===== src/rtl/mc_ctrl_fsm.sv =====
module mc_ctrl_fsm #(
  parameter int OPW       = 6,
  parameter logic [OPW-1:0] OP_RTYPE = 6'd0,
  parameter logic [OPW-1:0] OP_LOAD  = 6'd35,
  parameter logic [OPW-1:0] OP_STORE = 6'd43,
  parameter logic [OPW-1:0] OP_BEQ   = 6'd4,
  parameter logic [OPW-1:0] OP_JUMP  = 6'd2
) (
  input  logic           clk,
  input  logic           rst_n,
  input  logic [OPW-1:0] opcode,
  input  logic           alu_zero,
  output logic           reg_dst,
  output logic           reg_write,
  output logic           alu_src_a,
  output logic           mem_read,
  output logic           mem_write,
  output logic           mem_to_reg,
  output logic           addr_sel,
  output logic           ir_load,
  output logic           pc_write,
  output logic           pc_write_cond,
  output logic [1:0]     alu_op,
  output logic [1:0]     alu_src_b,
  output logic [1:0]     pc_source,
  output logic           pc_load
);

  typedef enum logic [3:0] {
    S_FETCH, S_DECODE, S_MADDR, S_MRD, S_LDWB,
    S_MWR, S_EXEC, S_RWB, S_BRANCH, S_JUMP
  } step_t;

  step_t state, state_nx;

  wire is_mem = (opcode == OP_LOAD) || (opcode == OP_STORE);

  always_ff @(posedge clk or negedge rst_n)
    if (!rst_n) state <= S_FETCH;
    else        state <= state_nx;

  always_comb begin
    state_nx = S_FETCH;
    case (state)
      S_FETCH:  state_nx = S_DECODE;
      S_DECODE: begin
        if (is_mem)                 state_nx = S_MADDR;
        else if (opcode == OP_RTYPE) state_nx = S_EXEC;
        else if (opcode == OP_BEQ)   state_nx = S_BRANCH;
        else if (opcode == OP_JUMP)  state_nx = S_JUMP;
        else                         state_nx = S_FETCH;
      end
      S_MADDR:  state_nx = (opcode == OP_STORE) ? S_MWR : S_MRD;
      S_MRD:    state_nx = S_LDWB;
      S_EXEC:   state_nx = S_RWB;
      default:  state_nx = S_FETCH;
    endcase
  end

  always_comb begin
    reg_dst = 1'b0;  reg_write = 1'b0;  alu_src_a = 1'b0;
    mem_read = 1'b0; mem_write = 1'b0;  mem_to_reg = 1'b0;
    addr_sel = 1'b0; ir_load = 1'b0;    pc_write = 1'b0;
    pc_write_cond = 1'b0;
    alu_op = 2'b00;  alu_src_b = 2'b00; pc_source = 2'b00;
    case (state)
      S_FETCH: begin
        mem_read = 1'b1; ir_load = 1'b1; pc_write = 1'b1;
        alu_src_b = 2'b01;
      end
      S_DECODE: alu_src_b = 2'b11;
      S_MADDR: begin
        alu_src_a = 1'b1; alu_src_b = 2'b10;
      end
      S_MRD: begin
        mem_read = 1'b1; addr_sel = 1'b1;
      end
      S_LDWB: begin
        reg_write = 1'b1; mem_to_reg = 1'b1;
      end
      S_MWR: begin
        mem_write = 1'b1; addr_sel = 1'b1;
      end
      S_EXEC: begin
        alu_src_a = 1'b1; alu_op = 2'b10;
      end
      S_RWB: begin
        reg_dst = 1'b1; reg_write = 1'b1;
      end
      S_BRANCH: begin
        alu_src_a = 1'b1; alu_op = 2'b01;
        pc_write_cond = 1'b1; pc_source = 2'b01;
      end
      S_JUMP: begin
        pc_write = 1'b1; pc_source = 2'b10;
      end
      default: ;
    endcase
  end

  assign pc_load = pc_write | (pc_write_cond & alu_zero);


  fetch_to_decode_chk: assert property (@(posedge clk) disable iff (!rst_n)
    ir_load |=> (state == S_DECODE));


  read_then_wb_chk: assert property (@(posedge clk) disable iff (!rst_n)
    (mem_read && addr_sel) |=> (reg_write && mem_to_reg));


  mem_excl_chk: assert property (@(posedge clk) disable iff (!rst_n)
    !(mem_read && mem_write));


  branch_ends_chk: assert property (@(posedge clk) disable iff (!rst_n)
    pc_write_cond |=> ir_load);


  jump_src_chk: assert property (@(posedge clk) disable iff (!rst_n)
    (pc_write && !ir_load) |-> (pc_source == 2'b10));


  bad_op_chk: assert property (@(posedge clk) disable iff (!rst_n)
    ((state == S_DECODE) && !is_mem && opcode != OP_RTYPE &&
     opcode != OP_BEQ && opcode != OP_JUMP) |=> ir_load);

endmodule


===== config.mk =====
export PLATFORM = sky130hd
export DESIGN_NAME = mc_ctrl_fsm
export DESIGN_NICKNAME = d
export VERILOG_FILES = /design/src/rtl/mc_ctrl_fsm.sv
export SDC_FILE = /design/constraint.sdc
export NUM_CORES = 1
export LEC_CHECK = 0
export ABC_AREA = 1
export BUFFER_PORTS_ARGS = -buffer_cell sky130_fd_sc_hd__buf_4
export CAP_MARGIN = 20
export CELL_PAD_IN_SITES_DETAIL_PLACEMENT = 1
export CELL_PAD_IN_SITES_GLOBAL_PLACEMENT = 2
export CORE_MARGIN = 4
export CORE_UTILIZATION = 19
export CTS_BUF_LIST = sky130_fd_sc_hd__clkbuf_4 sky130_fd_sc_hd__clkbuf_8
export DETAILED_ROUTE_END_ITERATION = 8
export MAX_ROUTING_LAYER = met4
export PLACE_DENSITY_LB_ADDON = 0.1
export SYNTH_ARGS = -nofsm -noshare
export SYNTH_HDL_FRONTEND = slang
export SYNTH_SLANG_ARGS = --single-unit

===== constraint.sdc =====
create_clock -name clk -period 1.6 [get_ports clk]
set_clock_uncertainty 0.15 [all_clocks]
set_input_delay 0 -clock clk [delete_from_list [all_inputs] [get_ports clk]]
set_output_delay 0 -clock clk [all_outputs]
set_load 0.005 [all_outputs]

Yosys cells after proc, flatten, opt, wreduce, memory -nomap -nowiden
Index checks and enable logic that the tools add are counted.
{"block": "classes", "n_eq_ne": 13, "reduce_logical": 8, "muxes": 19, "n_bitwise": 2}
{"operator": "case mux 4 bit (5 select lines)", "n": 1}
{"operator": "equality test 4 x 3 -> 1 bit (second input constant)", "n": 4}
{"operator": "2-to-1 mux 4 bit", "n": 4}
{"operator": "equality test 6 bit (second input constant)", "n": 2}
{"operator": "2-to-1 mux 1 bit", "n": 10}
{"operator": "equality test 4 x 2 -> 1 bit (second input constant)", "n": 2}
{"operator": "equality test 4 bit (second input constant)", "n": 2}
{"operator": "case mux 2 bit (2 select lines)", "n": 2}
{"operator": "OR reduction 2 bit", "n": 4}
{"operator": "equality test 6 x 2 -> 1 bit (second input constant)", "n": 1}
{"operator": "equality test 6 x 3 -> 1 bit (second input constant)", "n": 1}
{"operator": "zero test 6 bit", "n": 1}
{"operator": "case mux 2 bit (3 select lines)", "n": 1}
{"operator": "equality test 4 x 1 -> 1 bit (second input constant)", "n": 1}
{"operator": "zero test 4 bit", "n": 1}
{"operator": "2-to-1 mux 3 bit", "n": 1}
{"operator": "OR reduction 3 bit", "n": 1}
{"operator": "AND 1 bit", "n": 1}
{"operator": "logical OR 1 bit", "n": 1}
{"operator": "OR 1 bit", "n": 1}
{"block": "totals", "elab_cells": 43, "register_bits": 4, "inputBits": 9}

Logic depth before layout (Yosys ltp)
Gate-level depths: netlist of run 1.
{"block": "depth", "depth_word": 6, "depth_mapped": 6}

Worst setup path before layout of run 1
Ideal clock, no wire load.
{"block": "synth_timing", "path_type": "register to register", "from": "register state[1]", "to": "register state[3]", "slack_ps": 518, "t_required_ps": 1379, "n_path_buf": 0, "period_less_slack_ps": 1082, "stages_incl_launch_ff": 6, "arrival_ps": 861, "setup_ps": 71, "cell_sequence": "dfrtp_1 inv_1 nand2_2 nor2_2 nand3_1 nor2_1"}
{"block": "synth_between", "elab_chain_cells": 2}
{"item": "start: declaration", "line_no": "34", "text": "step_t state, state_nx;"}
{"item": "start signal: assignment", "line_no": "40", "text": "else state <= state_nx;"}
{"item": "equality test 4 x 3 -> 1 bit (tied with other cells)", "line_no": "44", "text": "case (state)"}
{"item": "case mux 4 bit (5 select lines) (*)", "line_no": "44"}
{"item": "via state_nx[3]", "line_no": "34"}
The timed path passes the listed nets; every way through them passes the cells marked *.

Worst setup path after layout of run 1
{"block": "layout_timing", "from": "input port opcode[1]", "to": "register state[2]"}
{"block": "layout_between", "elab_chain_cells": 5}
{"item": "start: declaration", "line_no": "11", "text": "input logic [OPW-1:0] opcode,"}
{"item": "equality test 6 x 3 -> 1 bit", "line_no": "49", "text": "else if (opcode == OP_BEQ) state_nx = S_BRANCH;"}
{"item": "2-to-1 mux 4 bit", "line_no": "49"}
{"item": "2-to-1 mux 4 bit", "line_no": "48", "text": "else if (opcode == OP_RTYPE) state_nx = S_EXEC;"}
{"item": "2-to-1 mux 4 bit", "line_no": "47", "text": "if (is_mem) state_nx = S_MADDR;"}
{"item": "case mux 4 bit (5 select lines) (*)", "line_no": "44"}
{"item": "via state_nx[2]", "line_no": "34"}
Marked as above.

==> results.cfg, run 1 <==
[yosys]
ys_types = 12
syn_avg_cell_area_um2 = 5.39
syn_inst = 77
synth-seq-area-share = 0.241
ys_warn_count = 0
synthesis.nets = 86
syn-cell-area_um2 = 415
synth-seq-cells = 4

[sta]
worst_pin_slew_ns = 0.235
hold_slack_ns = 0.0244
layout_min_cycle_time_ns = 1.54
max-slew-margin-rel = 0.843
grt_setup_unrepaired = false
timing.final.crit_share = 0.963
tns_ns = 0
setup_ws_ns = 0.0590
slew_violations = 0
max_freq_mhz = 649
finalHoldViolations = 0
setup_violations = 0

[clock_network]
clk_pin_slew_ns = 0.04
cts_sinks = 4
clockRootBuffer = clkbuf_4
cts_made_buffers = 3
clkLatencyLatePin_ns = 0.23
cts_setup_buffers = 0
cts_tree = done
htree_levels = 1
max-clock-path-buffers = 2

[worst_setup_path]
crit_arrival_ns = 1.56
cp-start-kind = input port
path_cells = dlygate4sd3_1 -> buf_4 -> nor2_2 -> dlygate4sd3_1 -> nand4_1 -> nand3_1
reg2reg_to = state[0]$_DFF_PN0_
crit_type = in2reg
slowest_delay_ns = 0.57
reg2reg_setup_slack_ns = 0.39
end_kind = flip-flop
crit_path_frequent_cell = dlygate4sd3_1
critPathSlowestCell = dlygate4sd3_1
r2r_cells = 5
rr_startpoint = state[3]$_DFF_PN0_
worstPathRequired_ns = 1.62
crit_fanout = 3

[floorplanning]
fp-row-count = 16
dieArea_um2 = 3000
coreArea_um2 = 2020
die_w_um = 54.8
ios = 26
initial_core_util = 0.205
die_y_um = 54.8

[drt]
first_pass_iters = 4
ant_nets = 0
routed_wl_mm = 1.43
viasPerCell = 4.19
drc = 0
wl_per_cell_um = 10.3
drtIter0Drc = 10
vias = 578

[placement]
placedInstanceArea_um2 = 622
pre_cts_ws_ns = 0.311
place_hpwl_mm = 1.17
io_buffers = 25
post-place-cells = 127
gp_congestion = 0.748

[power]
seqPwrFrac = 0.211
p_sw_frac = 0.401
p_per_area_nw_per_um2 = 942
power_frac_comb = 0.607
peakVddDrop_mv = 0.484
internal_power_mw = 0.412
p_leak_nw = 0.400
p_sw_mw = 0.275
clock_power_share = 0.182

[hold_path]
min_to = state[3]$_DFF_PN0_
hold-path-cell-count = 6
hold_path_class = in2reg
hold_start = opcode[0]

[final_layout]
final_cell_mix = buf_4 (25), nand2_1 (17), inv_1 (15), nor2_1 (15), nand3_1 (10)
area_delta_synth_final_pct = 75.6
fin_cells = 138
n_fill_cell = 278
regMostFlops = state
antenna_cells_inserted = 0
largest_reg_flops = 4
nNetsFinal = 122
largestRegisters = state (4)
drive_gt1_frac = 0.315
stdcell_area_um2 = 729
final_common_cell = buf_4

[grt]
grt_pass1_wl_mm = 2.25
grt_max_degree = 7
antenna_found_initial = 0
grt_use_total = 0.105
grt_pass1_vias = 518
grt.overflow.total = 0

[run]
max_cap_violations = 0

[status]
outcome = completed
[cell families (layout without fill, tap and decap cells)]
kind of cell | count (synthesis) | after routing | synth area share
and+or+nand+nor | 50 | 50 | 0.518
buffers and inverters | 18 | 52 | 0.181
AOI/OAI and AO/OA | 5 | 5 | 0.0602
DFF | 4 | 4 | 0.241
[worst max-delay path: cells and delay by family]
family | cells | cell delay (ns)
buffers and inverters | 3 | 1.25
and+or+nand+nor | 3 | 0.30
[worst max path at each step]
| stage | startpoint | end | slack (ns) | cells past startpoint |
|---|---|---|---|---|
| 3_3_place_gp | state[0]$_DFF_PN0_ | pc_load | 0.31 | 6 |
| 2_1_floorplan | state[1]$_DFF_PN0_ | state[3]$_DFF_PN0_ | 0.52 | 5 |
| 3_5_place_dp | state[1]$_DFF_PN0_ | pc_load | 0.31 | 6 |
| 5_1_grt | opcode[1] | state[2]$_DFF_PN0_ | 0.03 | 6 |
| 6_report | opcode[1] | state[2]$_DFF_PN0_ | 0.06 | 6 |
| 4_1_cts | opcode[1] | state[2]$_DFF_PN0_ | 0.02 | 6 |
[layer usage]
layer / GRT usage / part of all wire
met4: 0.0124 / 0
met3: 0.0354 / 0.088
met2: 0.159 / 0.44
met5: - / 0
met1: 0.138 / 0.48
[stage by stage]
stage | utilization | total power, mW
2_1_floorplan | - | 0.340
3_3_place_gp | 0.308 | 0.548
3_5_place_dp | 0.308 | 0.549
4_1_cts | 0.358 | 0.692
5_1_grt | 0.361 | 0.772
6_report | 0.361 | 0.687
[synth_stat cells]
| cell type | number | area [µm²] |
|---|---|---|
| dfrtp_1 | 4 | 100 |
| nand2_2 | 2 | 12.5 |
| nand3_1 | 10 | 50.1 |
| o21ai_0 | 3 | 15.0 |
| nor2_2 | 2 | 12.5 |
| nor2_1 | 17 | 63.8 |
| nand2_1 | 17 | 63.8 |
| inv_2 | 1 | 3.75 |
| buf_4 | 2 | 15.0 |
| inv_1 | 15 | 56.3 |
| nand4_1 | 2 | 12.5 |
| a21oi_1 | 2 | 10.0 |
[layout make-up]
type	count	area, µm²	share of cell area
Clock buffer	3	22.5	0.0309
Inverter	16	60.1	0.0823
Multi-Input combinational cell	55	245	0.336
Sequential cell	4	100	0.137
Tap cell	27	33.8	0.0463
Timing Repair Buffer	33	268	0.367
[power groups by stage]
stage / clock network [mW] / logic [mW] / registers [mW]
floorplan: 0 / 0.201 / 0.139
global placement: 0 / 0.404 / 0.144
detailed placement: 0 / 0.406 / 0.143
CTS: 0.129 / 0.422 / 0.142
global route: 0.150 / 0.473 / 0.149
finish: 0.125 / 0.417 / 0.145
[timing repair]
action,4_1_cts,5_1_grt
endpoints found under the hold margin,6,0
hold buffers,8,0
gates resized for setup,0,2
endpoints found under the setup margin,0,2
Note: power is estimated with default switching activity, not from simulation.
==> inputs of run 2 (changes only) <==
==> constraint.sdc (replaced) <==
create_clock -name clk -period 1.6 [get_ports clk]
set_clock_uncertainty 0.15 [all_clocks]
set_input_delay 0.08 -clock clk [delete_from_list [all_inputs] [get_ports clk]]
set_output_delay 0.08 -clock clk [all_outputs]
set_load 0.005 [all_outputs]
==> results.cfg, run 2 (synthesized netlist as in run 1, its figures left out) <==
[final_layout]
fin_cells = 131
largest_reg_flops = 4
final_cell_mix = buf_4 (25), nand2_1 (16), nor2_1 (15), inv_1 (14), nand3_1 (10)
largestRegisters = state (4)
regMostFlops = state
area_delta_synth_final_pct = 60.8
antenna_cells_inserted = 0
n_fill_cell = 270
drive_gt1_frac = 0.365
nNetsFinal = 115
final_common_cell = buf_4

[grt]
grt_use_total = 0.0983
grt_pass1_vias = 480
grt.overflow.total = 0
grt_max_degree = 7
grt_pass1_wl_mm = 2.06
antenna_found_initial = 0

[hold_path]
hold_path_class = in2async

[sta]
setup_violations = 0
max_freq_mhz = 669
timing.final.crit_share = 0.934
finalHoldViolations = 0
slew_violations = 0
grt_setup_unrepaired = false
max-slew-margin-rel = 0.828
layout_min_cycle_time_ns = 1.49
worst_pin_slew_ns = 0.257
tns_ns = 0
hold_slack_ns = 0.0253

[clock_network]
clk_pin_slew_ns = 0.04
cts_sinks = 4
htree_levels = 1
cts_tree = done
clockRootBuffer = clkbuf_4
cts_made_buffers = 3
clkLatencyLatePin_ns = 0.23
max-clock-path-buffers = 2

[drt]
vias = 530
routed_wl_mm = 1.34
routed.top_layer = met3
drc = 0
drt-met1-wl_um = 620
drtIter0Drc = 6
ant_nets = 0
first_pass_iters = 4
viasPerCell = 4.05
route.met2.wl_um = 582
wl_per_cell_um = 10.2
wl_met3_um = 135

[floorplanning]
fp-row-count = 16
die_w_um = 54.8
die_y_um = 54.8
dieArea_um2 = 3000
ios = 26
coreArea_um2 = 2020
initial_core_util = 0.205

[worst_setup_path]
end_kind = output port
crit_type = reg2out
cp-start-kind = flip-flop
worstPathRequired_ns = 1.37
crit_arrival_ns = 1.26
crit_fanout = 4
cp-startpoint = state[0]$_DFF_PN0_
rr_startpoint = state[1]$_DFF_PN0_

[placement]
io_buffers = 25
gp_congestion = 0.737
place_hpwl_mm = 1.17
post-place-cells = 127

[status]
outcome = completed

[power]
peakVddDrop_mv = 0.502
p_per_area_nw_per_um2 = 1030
finalPower_mw = 0.689
p_leak_nw = 0.369

[run]
max_cap_violations = 0
==> run 2: cell count changes in the layout (fill, tap and decap cells not counted), sizes merged <==
cell,before,now
dlygate4sd3,8,1
==> run 2: final cells by class <==
cell class | instances | area, µm² | area share
inverters | 16 | 60.1 | 0.0899
clock buffers | 3 | 22.5 | 0.0337
repair buffers | 26 | 198 | 0.296
flip-flops and latches | 4 | 101 | 0.152
well taps | 27 | 33.8 | 0.0506
multi-input cells | 55 | 253 | 0.378
==> run 2: metal layers <==
metal  vias up  track usage
li1        288            -
met1       226        0.138
met2        16        0.134
met3         0       0.0136
met4         0       0.0498
met5         -            -
==> run 2: what timing repair did <==
action / CTS / global route
hold buffers: 1 / 0
setup endpoints to repair: 0 / 5
gates resized for setup: 0 / 6
endpoints found under the hold margin: 4 / 0
buffers inserted: 0 / 0
==> run 2: critical path, stage by stage, from the launching register on <==
cell and delay, ns:
dfrtp_1 0.43, nor2_4 0.15, nand3_1 0.10, inv_1 0.12, nand2_1 0.06, nand3_1 0.06, buf_4 0.11
==> run 2: power by group <==
part	switching, mW	total, mW	internal, mW
clock network	0.0371	0.121	0.0836
logic	0.209	0.415	0.206
registers	0.0312	0.153	0.121
total	0.277	0.689	0.411
==> run 2: final timing paths <==
check | slack (ns) | end | cells past startpoint
hold reg to reg | 0.47 | state[1]$_DFF_PN0_ | 4
hold / removal | 0.03 | state[2]$_DFF_PN0_ | 2
setup reg to reg | 0.36 | state[3]$_DFF_PN0_ | 5
setup / recovery | 0.11 | pc_load | 6
min in group clk | 0.05 | state[2]$_DFF_PN0_ | 4
max in group asynchronous | 1.17 | state[1]$_DFF_PN0_ | 2
==> run 2: per-stage QoR <==
step,cell area [µm²],setup slack [ns],util
5_1_grt,668,0.00325,0.330
2_1_floorplan,415,0.483,-
3_5_place_dp,622,0.291,0.308
3_3_place_gp,622,0.320,0.308
6_report,668,0.106,0.330
4_1_cts,654,0.0357,0.324
